[src/rtl/dmafrag_pkg.sv]
// Shared types for the line-splitting copy engine.
package dmafrag_pkg;
    // Sequencer phases: idle, startup wait, per-line slots, completion pulse.
    typedef enum logic [1:0] {
        PH_IDLE  = 2'd0,
        PH_START = 2'd1,
        PH_BLOCK = 2'd2,
        PH_DONE  = 2'd3
    } phase_e;
endpackage

[src/rtl/dmafrag_plan.sv]
// Request planner: derives the line count, the first and last byte offsets and
// the alignment relation from a request. Purely combinational.
// Assumes LEN_W + 1 bits hold offset + length without overflow.
module dmafrag_plan #(
    parameter int ADDR_W = 32,
    parameter int LEN_W  = 16,
    parameter int OFF_W  = 7,
    parameter int BLK_W  = LEN_W + 2 - OFF_W
) (
    input  logic [ADDR_W-1:0] src,
    input  logic [OFF_W-1:0]  dst_off,
    input  logic [LEN_W-1:0]  len,
    output logic [BLK_W-1:0]  nblk,
    output logic              misal,
    output logic [OFF_W-1:0]  first_off,
    output logic [OFF_W-1:0]  last_off,
    output logic [ADDR_W-OFF_W-1:0] first_line
);
    localparam int SUM_W = LEN_W + 1;

    logic [SUM_W-1:0] end_rel;

    // Offset of the final byte relative to the start of the first line.
    always_comb begin
        end_rel    = SUM_W'(len) + SUM_W'(src[OFF_W-1:0]) - SUM_W'(1);
        first_off  = src[OFF_W-1:0];
        last_off   = end_rel[OFF_W-1:0];
        first_line = src[ADDR_W-1:OFF_W];
        misal      = (src[OFF_W-1:0] != dst_off);
        nblk       = (len == '0) ? '0 : (BLK_W'(end_rel[SUM_W-1:OFF_W]) + BLK_W'(1));
    end
endmodule

[src/rtl/dmafrag_bemask.sv]
// Byte-enable mask generator: bit i is set when lo <= i <= hi.
// Assumes lo <= hi whenever the mask is used.
module dmafrag_bemask #(
    parameter int LINE_BYTES = 128,
    parameter int OFF_W      = $clog2(LINE_BYTES)
) (
    input  logic [OFF_W-1:0]      lo,
    input  logic [OFF_W-1:0]      hi,
    output logic [LINE_BYTES-1:0] be
);
    // One comparator pair per byte lane.
    for (genvar gi = 0; gi < LINE_BYTES; gi++) begin : g_lane
        assign be[gi] = (OFF_W'(gi) >= lo) && (OFF_W'(gi) <= hi);
    end
endmodule

[src/rtl/dmafrag_ctrl.sv]
// Transfer sequencer: counts the startup wait, then one slot per line, then a
// completion cycle; accumulates elapsed cycles. Assumes STARTUP >= 1.
module dmafrag_ctrl
    import dmafrag_pkg::*;
#(
    parameter int STARTUP    = 200,
    parameter int LINE_BEATS = 16,
    parameter int PENALTY    = 16,
    parameter int BLK_W      = 11,
    parameter int CNT_W      = 32
) (
    input  logic             clk,
    input  logic             rst_n,
    input  logic             accept,
    input  logic [BLK_W-1:0] nblk_in,
    input  logic             misal_in,
    output phase_e           phase,
    output logic             slot_start,
    output logic             blk_first,
    output logic             blk_last,
    output logic [CNT_W-1:0] elapsed
);
    localparam int SLOT_MAX = LINE_BEATS + PENALTY;
    localparam int TMR_MAX  = (STARTUP > SLOT_MAX) ? STARTUP : SLOT_MAX;
    localparam int TMR_W    = $clog2(TMR_MAX + 1);

    logic [TMR_W-1:0] timer;
    logic [TMR_W-1:0] slot_load;
    logic [BLK_W-1:0] remain;
    logic             misal_q;

    // Reload value for a line slot, stretched when offsets disagree.
    always_comb begin
        slot_load = misal_q ? TMR_W'(SLOT_MAX - 1) : TMR_W'(LINE_BEATS - 1);
        blk_last  = (remain == BLK_W'(1));
    end

    // Phase, timer, remaining-line and elapsed-cycle bookkeeping.
    always_ff @(posedge clk) begin
        if (!rst_n) begin
            phase      <= PH_IDLE;
            timer      <= '0;
            remain     <= '0;
            misal_q    <= 1'b0;
            slot_start <= 1'b0;
            blk_first  <= 1'b0;
            elapsed    <= '0;
        end else begin
            slot_start <= 1'b0;
            unique case (phase)
                PH_IDLE: begin
                    if (accept) begin
                        phase   <= PH_START;
                        timer   <= TMR_W'(STARTUP - 1);
                        remain  <= nblk_in;
                        misal_q <= misal_in;
                        elapsed <= '0;
                    end
                end
                PH_START: begin
                    elapsed <= elapsed + CNT_W'(1);
                    if (timer == '0) begin
                        if (remain == '0) begin
                            phase <= PH_DONE;
                        end else begin
                            phase      <= PH_BLOCK;
                            timer      <= slot_load;
                            slot_start <= 1'b1;
                            blk_first  <= 1'b1;
                        end
                    end else begin
                        timer <= timer - TMR_W'(1);
                    end
                end
                PH_BLOCK: begin
                    elapsed <= elapsed + CNT_W'(1);
                    if (timer == '0) begin
                        if (remain == BLK_W'(1)) begin
                            phase <= PH_DONE;
                        end else begin
                            timer      <= slot_load;
                            remain     <= remain - BLK_W'(1);
                            slot_start <= 1'b1;
                            blk_first  <= 1'b0;
                        end
                    end else begin
                        timer <= timer - TMR_W'(1);
                    end
                end
                PH_DONE: phase <= PH_IDLE;
                default: phase <= PH_IDLE;
            endcase
        end
    end

    AST_ELAPSED_FLOOR: assert property (@(posedge clk) disable iff (!rst_n)
        (phase == PH_DONE) |-> (elapsed >= CNT_W'(STARTUP)));
    AST_ELAPSED_HOLD: assert property (@(posedge clk) disable iff (!rst_n)
        (phase == PH_IDLE && !accept) |=> $stable(elapsed));
    AST_SLOT_IN_BLOCK: assert property (@(posedge clk) disable iff (!rst_n)
        slot_start |-> (phase == PH_BLOCK));
endmodule

[src/rtl/dmafrag_top.sv]
// Line-splitting copy engine: takes one copy request at a time, emits one
// line transaction per source line touched, with cost-model timing, and
// reports the elapsed cycle total with a one-cycle done pulse.
// Assumes a single outstanding request; data movement happens elsewhere.
module dmafrag_top
    import dmafrag_pkg::*;
#(
    parameter int ADDR_W     = 32,
    parameter int LEN_W      = 16,
    parameter int LINE_BYTES = 128,
    parameter int BUS_BYTES  = 8,
    parameter int STARTUP    = 200,
    parameter int PENALTY    = 16,
    parameter int CNT_W      = 32
) (
    input  logic                  clk,
    input  logic                  rst_n,
    input  logic                  req_valid,
    output logic                  req_ready,
    input  logic [ADDR_W-1:0]     req_src,
    input  logic [$clog2(LINE_BYTES)-1:0] req_dst_off,
    input  logic [LEN_W-1:0]      req_len,
    output logic                  txn_valid,
    output logic [ADDR_W-1:0]     txn_addr,
    output logic [LINE_BYTES-1:0] txn_be,
    output logic                  txn_last,
    output logic                  done,
    output logic [CNT_W-1:0]      elapsed
);
    localparam int OFF_W      = $clog2(LINE_BYTES);
    localparam int LINE_W     = ADDR_W - OFF_W;
    localparam int BLK_W      = LEN_W + 2 - OFF_W;
    localparam int LINE_BEATS = LINE_BYTES / BUS_BYTES;

    phase_e            phase;
    logic              accept;
    logic              slot_start;
    logic              blk_first;
    logic              blk_last;
    logic [BLK_W-1:0]  plan_nblk;
    logic              plan_misal;
    logic [OFF_W-1:0]  plan_first_off;
    logic [OFF_W-1:0]  plan_last_off;
    logic [LINE_W-1:0] plan_first_line;
    logic [OFF_W-1:0]  first_off_q;
    logic [OFF_W-1:0]  last_off_q;
    logic [LINE_W-1:0] cur_line;
    logic [OFF_W-1:0]  mask_lo;
    logic [OFF_W-1:0]  mask_hi;
    logic [LINE_BYTES-1:0] mask;
    logic [ADDR_W-1:0] prev_txn_addr;

    dmafrag_plan #(
        .ADDR_W(ADDR_W), .LEN_W(LEN_W), .OFF_W(OFF_W), .BLK_W(BLK_W)
    ) u_plan (
        .src(req_src), .dst_off(req_dst_off), .len(req_len),
        .nblk(plan_nblk), .misal(plan_misal),
        .first_off(plan_first_off), .last_off(plan_last_off),
        .first_line(plan_first_line)
    );

    dmafrag_ctrl #(
        .STARTUP(STARTUP), .LINE_BEATS(LINE_BEATS), .PENALTY(PENALTY),
        .BLK_W(BLK_W), .CNT_W(CNT_W)
    ) u_ctrl (
        .clk(clk), .rst_n(rst_n), .accept(accept),
        .nblk_in(plan_nblk), .misal_in(plan_misal),
        .phase(phase), .slot_start(slot_start),
        .blk_first(blk_first), .blk_last(blk_last), .elapsed(elapsed)
    );

    dmafrag_bemask #(
        .LINE_BYTES(LINE_BYTES), .OFF_W(OFF_W)
    ) u_mask (
        .lo(mask_lo), .hi(mask_hi), .be(mask)
    );

    // Handshake and transaction outputs.
    always_comb begin
        req_ready = (phase == PH_IDLE);
        accept    = req_valid && req_ready;
        done      = (phase == PH_DONE);
        txn_valid = slot_start;
        txn_last  = slot_start && blk_last;
        txn_addr  = {cur_line, {OFF_W{1'b0}}};
        mask_lo   = blk_first ? first_off_q : '0;
        mask_hi   = blk_last ? last_off_q : '1;
        txn_be    = slot_start ? mask : '0;
    end

    // Latch request offsets and walk the source line address.
    always_ff @(posedge clk) begin
        if (!rst_n) begin
            first_off_q <= '0;
            last_off_q  <= '0;
            cur_line    <= '0;
        end else if (accept) begin
            first_off_q <= plan_first_off;
            last_off_q  <= plan_last_off;
            cur_line    <= plan_first_line;
        end else if (slot_start) begin
            cur_line <= cur_line + LINE_W'(1);
        end
    end

    // Remember the previous transaction address for the stepping check.
    always_ff @(posedge clk) begin
        if (!rst_n)         prev_txn_addr <= '0;
        else if (txn_valid) prev_txn_addr <= txn_addr;
    end

    AST_BUSY_REFUSES: assert property (@(posedge clk) disable iff (!rst_n)
        (req_valid && req_ready) |=> !req_ready);
    AST_NO_TXN_IDLE: assert property (@(posedge clk) disable iff (!rst_n)
        req_ready |-> !txn_valid);
    AST_ADDR_STEP: assert property (@(posedge clk) disable iff (!rst_n)
        (txn_valid && !blk_first) |-> (txn_addr == prev_txn_addr + ADDR_W'(LINE_BYTES)));
    AST_BE_NONEMPTY: assert property (@(posedge clk) disable iff (!rst_n)
        txn_valid |-> (|txn_be));
    AST_MIDDLE_FULL: assert property (@(posedge clk) disable iff (!rst_n)
        (txn_valid && !blk_first && !txn_last) |-> (&txn_be));
    AST_TXN_GAP: assert property (@(posedge clk) disable iff (!rst_n)
        txn_valid |=> !txn_valid);
    AST_DONE_PULSE: assert property (@(posedge clk) disable iff (!rst_n)
        done |=> !done);
endmodule

[config.mk]
export PLATFORM = sky130hd
export DESIGN_NAME = dmafrag_top
export DESIGN_NICKNAME = d
export VERILOG_FILES = /design/src/rtl/dmafrag_pkg.sv /design/src/rtl/dmafrag_plan.sv /design/src/rtl/dmafrag_bemask.sv /design/src/rtl/dmafrag_ctrl.sv /design/src/rtl/dmafrag_top.sv
export SDC_FILE = /design/constraint.sdc
export NUM_CORES = 1
export LEC_CHECK = 0
export BUFFER_PORTS_ARGS = -buffer_cell sky130_fd_sc_hd__buf_2
export CAP_MARGIN = 20
export CORE_MARGIN = 3
export CORE_UTILIZATION = 45
export DETAILED_ROUTE_END_ITERATION = 7
export HOLD_SLACK_MARGIN = 0.08
export PLACE_DENSITY = 0.8
export SYNTH_ARGS = -nofsm -noshare
export SYNTH_HDL_FRONTEND = slang
export SYNTH_HIERARCHICAL = 1
export SYNTH_SLANG_ARGS = --single-unit
[constraint.sdc]
create_clock -name clk -period 3.6 [get_ports clk]
set_input_delay 0.36 -clock clk [delete_from_list [all_inputs] [get_ports clk]]
set_output_delay 0.36 -clock clk [all_outputs]
set_load 0.005 [all_outputs]
==> summary.md <==
| Metric | Value |
|---|---|
| Ys async rst share | `0` |
| DR vias | `11266` |
| ANT nets after route | `0` |
| Global Route Usage Sum | `0.2714` |
| Power density over the cells | `roughly 560 nW/µm²` |
| Mapped cell area | `10040 µm²` |
| GPL Wtd Cong | `1.009` |
| Diode count | `0` |
| Crit path DAT | `about 3100 ps` |
| Critical Path End Type | `output port` |
| Post-synthesis xor/xnor area fraction | `0.04625` |
| Clock transition at the registers of the reported paths | `70 ps` |
| CP max stage cell | `or4_4` |
| Main combinational cell family by area after synthesis | `simple AND/OR/NAND/NOR gates` |
| Cell mode on critical path | `buf_4` |
| FMAX | `~290 MHz` |
| Synth cell types | `between 90 and 100` |
| Adder-cell share of the synthesized area | `0.04688` |
| Post-synthesis compound-gate area fraction | `0.2432` |
| Status | `finished, final reports clean` |
| Relative slew slack | `0.3084` |
| Final Hold Vio Count | `0` |
| Post-synthesis cell count | `between 1000 and 1500` |
| Drt pass-1 iters | `6` |
| Routed length per instance | `between 15 and 20 µm` |
| Vias in the first global route | `around 10000` |
| Io pins | `~250` |
| Die height | `~160 µm` |
| R2R Path Start | `u_ctrl/phase[1]` |
| Final Core Density | `0.5388` |
| Synth Area in Simple Gates | `0.3587` |
| Std cell rows | `between 50 and 60` |
| Sequential element share of the synthesized area | `0.1895` |
| Final worst-path cycle share | `0.9668` |
| Unrepaired setup endpoints after global routing | `no` |
| Share of cells above drive strength 1 | `0.2511` |
| Multiplexer area fraction after synthesis | `0.01197` |
| Final net count | `1699` |
| Die extent in x | `~160 µm` |
| CTS Hold Bufs | `0` |
| Initial drt markers | `980` |
| R2r worst-path depth | `7` |
| CP peak stage delay | `approximately 560 ps` |
| Max-slew violations | `0` |
| Die Area | `24130 µm²` |
| VDD IR max | `0.3533 mV` |
| Startpoint types | `register` |
| IO buf count | `about 250` |
| Worst Hold Launch | `req_src[26]` |
| Critical-path cell list | `or4_4, nand4bb_4, clkinv_4, nand2b_1, buf_4, buf_4, nor2_1, a21oi_1, o221a_2, and2_1, buf_2` |
| Starting Density | `0.4584` |
| DP HPWL | `26.76 mm` |
| Tmin final | `about 3500 ps` |
| Min Hold Slack | `between 200 and 300 ps` |
| TritonCTS Buffers | `9` |
| Global-route wire length before repair | `54.59 mm` |
| CTS root buf | `clkbuf_16` |
| Setup CP Type | `register to output port` |
| Crit Path Max Fanout | `23` |
| Initial antenna violation count | `1` |
| Via density | `~6.0` |
| Max Cap Viol | `0` |
| WP depth | `11` |
| Number of synthesized flops with an enable pin | `0` |
| Layout Area Growth over Synthesis | `17.53%` |
| Clk sink count | `95` |
| Fill count | `2149` |
| Final setup vio count | `0` |
| Core area | `~22000 µm²` |
| Clock tree buffer depth | `2` |
| Lkg Pwr | `0.005282 µW` |
| Hold path cells | `3` |
| Top FF cell, synth | `dfxtp_1` |
| Skew final | `about 12 ps` |
| Flops & latches, synth | `95` |
| Syn_area_per_cell | `around 7 µm²` |
| Measured slew at the worst slew-check pin | `1037 ps` |
| TritonCTS clock tree | `yes` |
| Critical path's top delay family | `simple AND/OR/NAND/NOR gates` |
| Hold WC Path Type | `primary input to register` |
| Largest net degree at the start of global routing | `73` |
| H-tree levels | `3` |
| Final wirelength | `about 35 mm` |
| Clk_lat worst skew | `about 340 ps` |
| Req. time, crit path | `around 3200 ps` |
| Critical path origin | `u_ctrl/remain[6]` |
| Residual DRC count | `0` |
| Worst path bufs/invs | `4` |
| Grt total ovfl | `0` |
| YS warnings | `6` |
[worst paths after layout]
kind	end	slack, ps
hold reg to reg	last_off_q[6]	460
setup / recovery	txn_be[83]	120
hold / removal	cur_line[19]	270
setup reg to reg	u_ctrl/elapsed[28]	750
[placed cells by master, fill, tap and decap left out, types with 10 or more instances in the layout]
cell,synthesis,layout
buf_2,37,246
and2_1,148,147
nand2_1,117,115
a21oi_1,101,101
nor2_1,103,100
dfxtp_1,95,93
inv_1,66,66
buf_4,40,63
o21ai_0,61,60
nand3_1,51,51
a211oi_1,44,44
nor3_1,44,43
ha_1,36,36
xor2_1,29,29
nand4_1,27,27
a221oi_1,28,27
and3_1,25,25
or3_1,25,24
xnor2_1,24,24
a31oi_1,17,17
nand2b_1,16,12
nor4_1,13,12
and4_1,11,11
o21ai_1,10,10
[logic make-up (layout without fill, tap and decap cells)]
family,count (synthesis),in the layout
buffers and inverters,217,394
AND/OR/NAND/NOR,649,649
AO/OA/AOI/OAI,364,364
flip-flops,95,95
XOR/XNOR,53,53
adder cells (fa/ha/maj),37,37
other,1,7
multiplexers,10,10
[power by group]
group,switching [µW],internal (µW),total [µW]
Sequential,292,1280,1570
Clock,423,562,984
Combinational,2420,1600,4020
[sequential cells by signal, summed over array words and instances, names as in the netlist]
name,cells
first_off_q,7
cur_line,25
u_ctrl/remain,11
u_ctrl/slot_start,1
last_off_q,7
u_ctrl/elapsed,32
u_ctrl/timer,8
u_ctrl/phase,2
u_ctrl/misal_q,1
u_ctrl/blk_first,1
[per-layer routing]
layer	routed length [µm]	up-vias	GRT usage
met1	14340	5156	0.3499
met3	2825	110	0.03505
met4	1336	2	0.1113
li1	-	5409	-
met2	16260	589	0.4577
met5	13	-	0
[metrics by stage]
stage / setup slack, ps / instances / total power [µW] / instance area, µm² / TNS, ps
6_report: 119.6 / 1889 / 6581 / 11800 / 0
5_1_grt: 12.41 / 1889 / 7033 / 11800 / 0
4_1_cts: 0.8513 / 1887 / 6456 / 11660 / 0
3_5_place_dp: -161.9 / 1871 / 5463 / 11350 / -403.4
3_3_place_gp: -62.94 / 1871 / 5421 / 11350 / -108.5
2_1_floorplan: 194.6 / 1432 / 4214 / 10060 / 0
[timing repair]
item                                    in CTS  in global routing
endpoints found under the setup margin       6                 65
pin swaps                                    0                  1
setup buffers                                0                  2
gates resized for setup                      1                 30
[synth_stat cells (all sizes together) (6+ instances only)]
cell type	count	area (µm²)
a211oi	45	342.8
a21o	8	60.06
a21oi	105	540.5
a221oi	30	275.3
a311oi	9	78.83
a31oi	18	118.9
and2	149	932.2
and3	25	156.4
and4	11	96.34
buf	82	526.8
clkbuf	68	255.2
dfxtp	95	1902
ha	36	450.4
inv	66	247.7
mux2i	7	82.58
nand2	118	445.4
nand2b	16	100.1
nand3	53	275.3
nand4	28	181.4
nor2	106	415.4
nor2b	10	70.06
nor3	47	250.2
nor3b	6	50.05
nor4	15	106.4
o211a	6	60.06
o21a	7	52.55
o21ai	72	364.1
o221a	7	78.83
o22ai	8	50.05
o31ai	9	67.56
or2	10	62.56
or3	25	156.4
or4	10	82.58
xnor2	24	210.2
xor2	29	254.0
[worst register-to-register path: stages, from the launching register on]
cell,delay [ps]
dfxtp_1,450
inv_1,100
ha_1,610
mux2_2,290
and3_1,400
nand3_1,300
or3_1,430
a21oi_1,190
[layout make-up]
type | instances | area [µm²] | area share
Clock inverter | 6 | 66.31 | 0.005622
Multi-Input combinational cell | 1120 | 7234 | 0.6133
Inverter | 67 | 256.5 | 0.02175
Tap cell | 280 | 350.3 | 0.02970
Timing Repair Buffer | 311 | 1744 | 0.1479
Sequential cell | 95 | 1904 | 0.1615
Clock buffer | 10 | 239.0 | 0.02026
No activity file was read; power rests on OpenSTA's default activity.
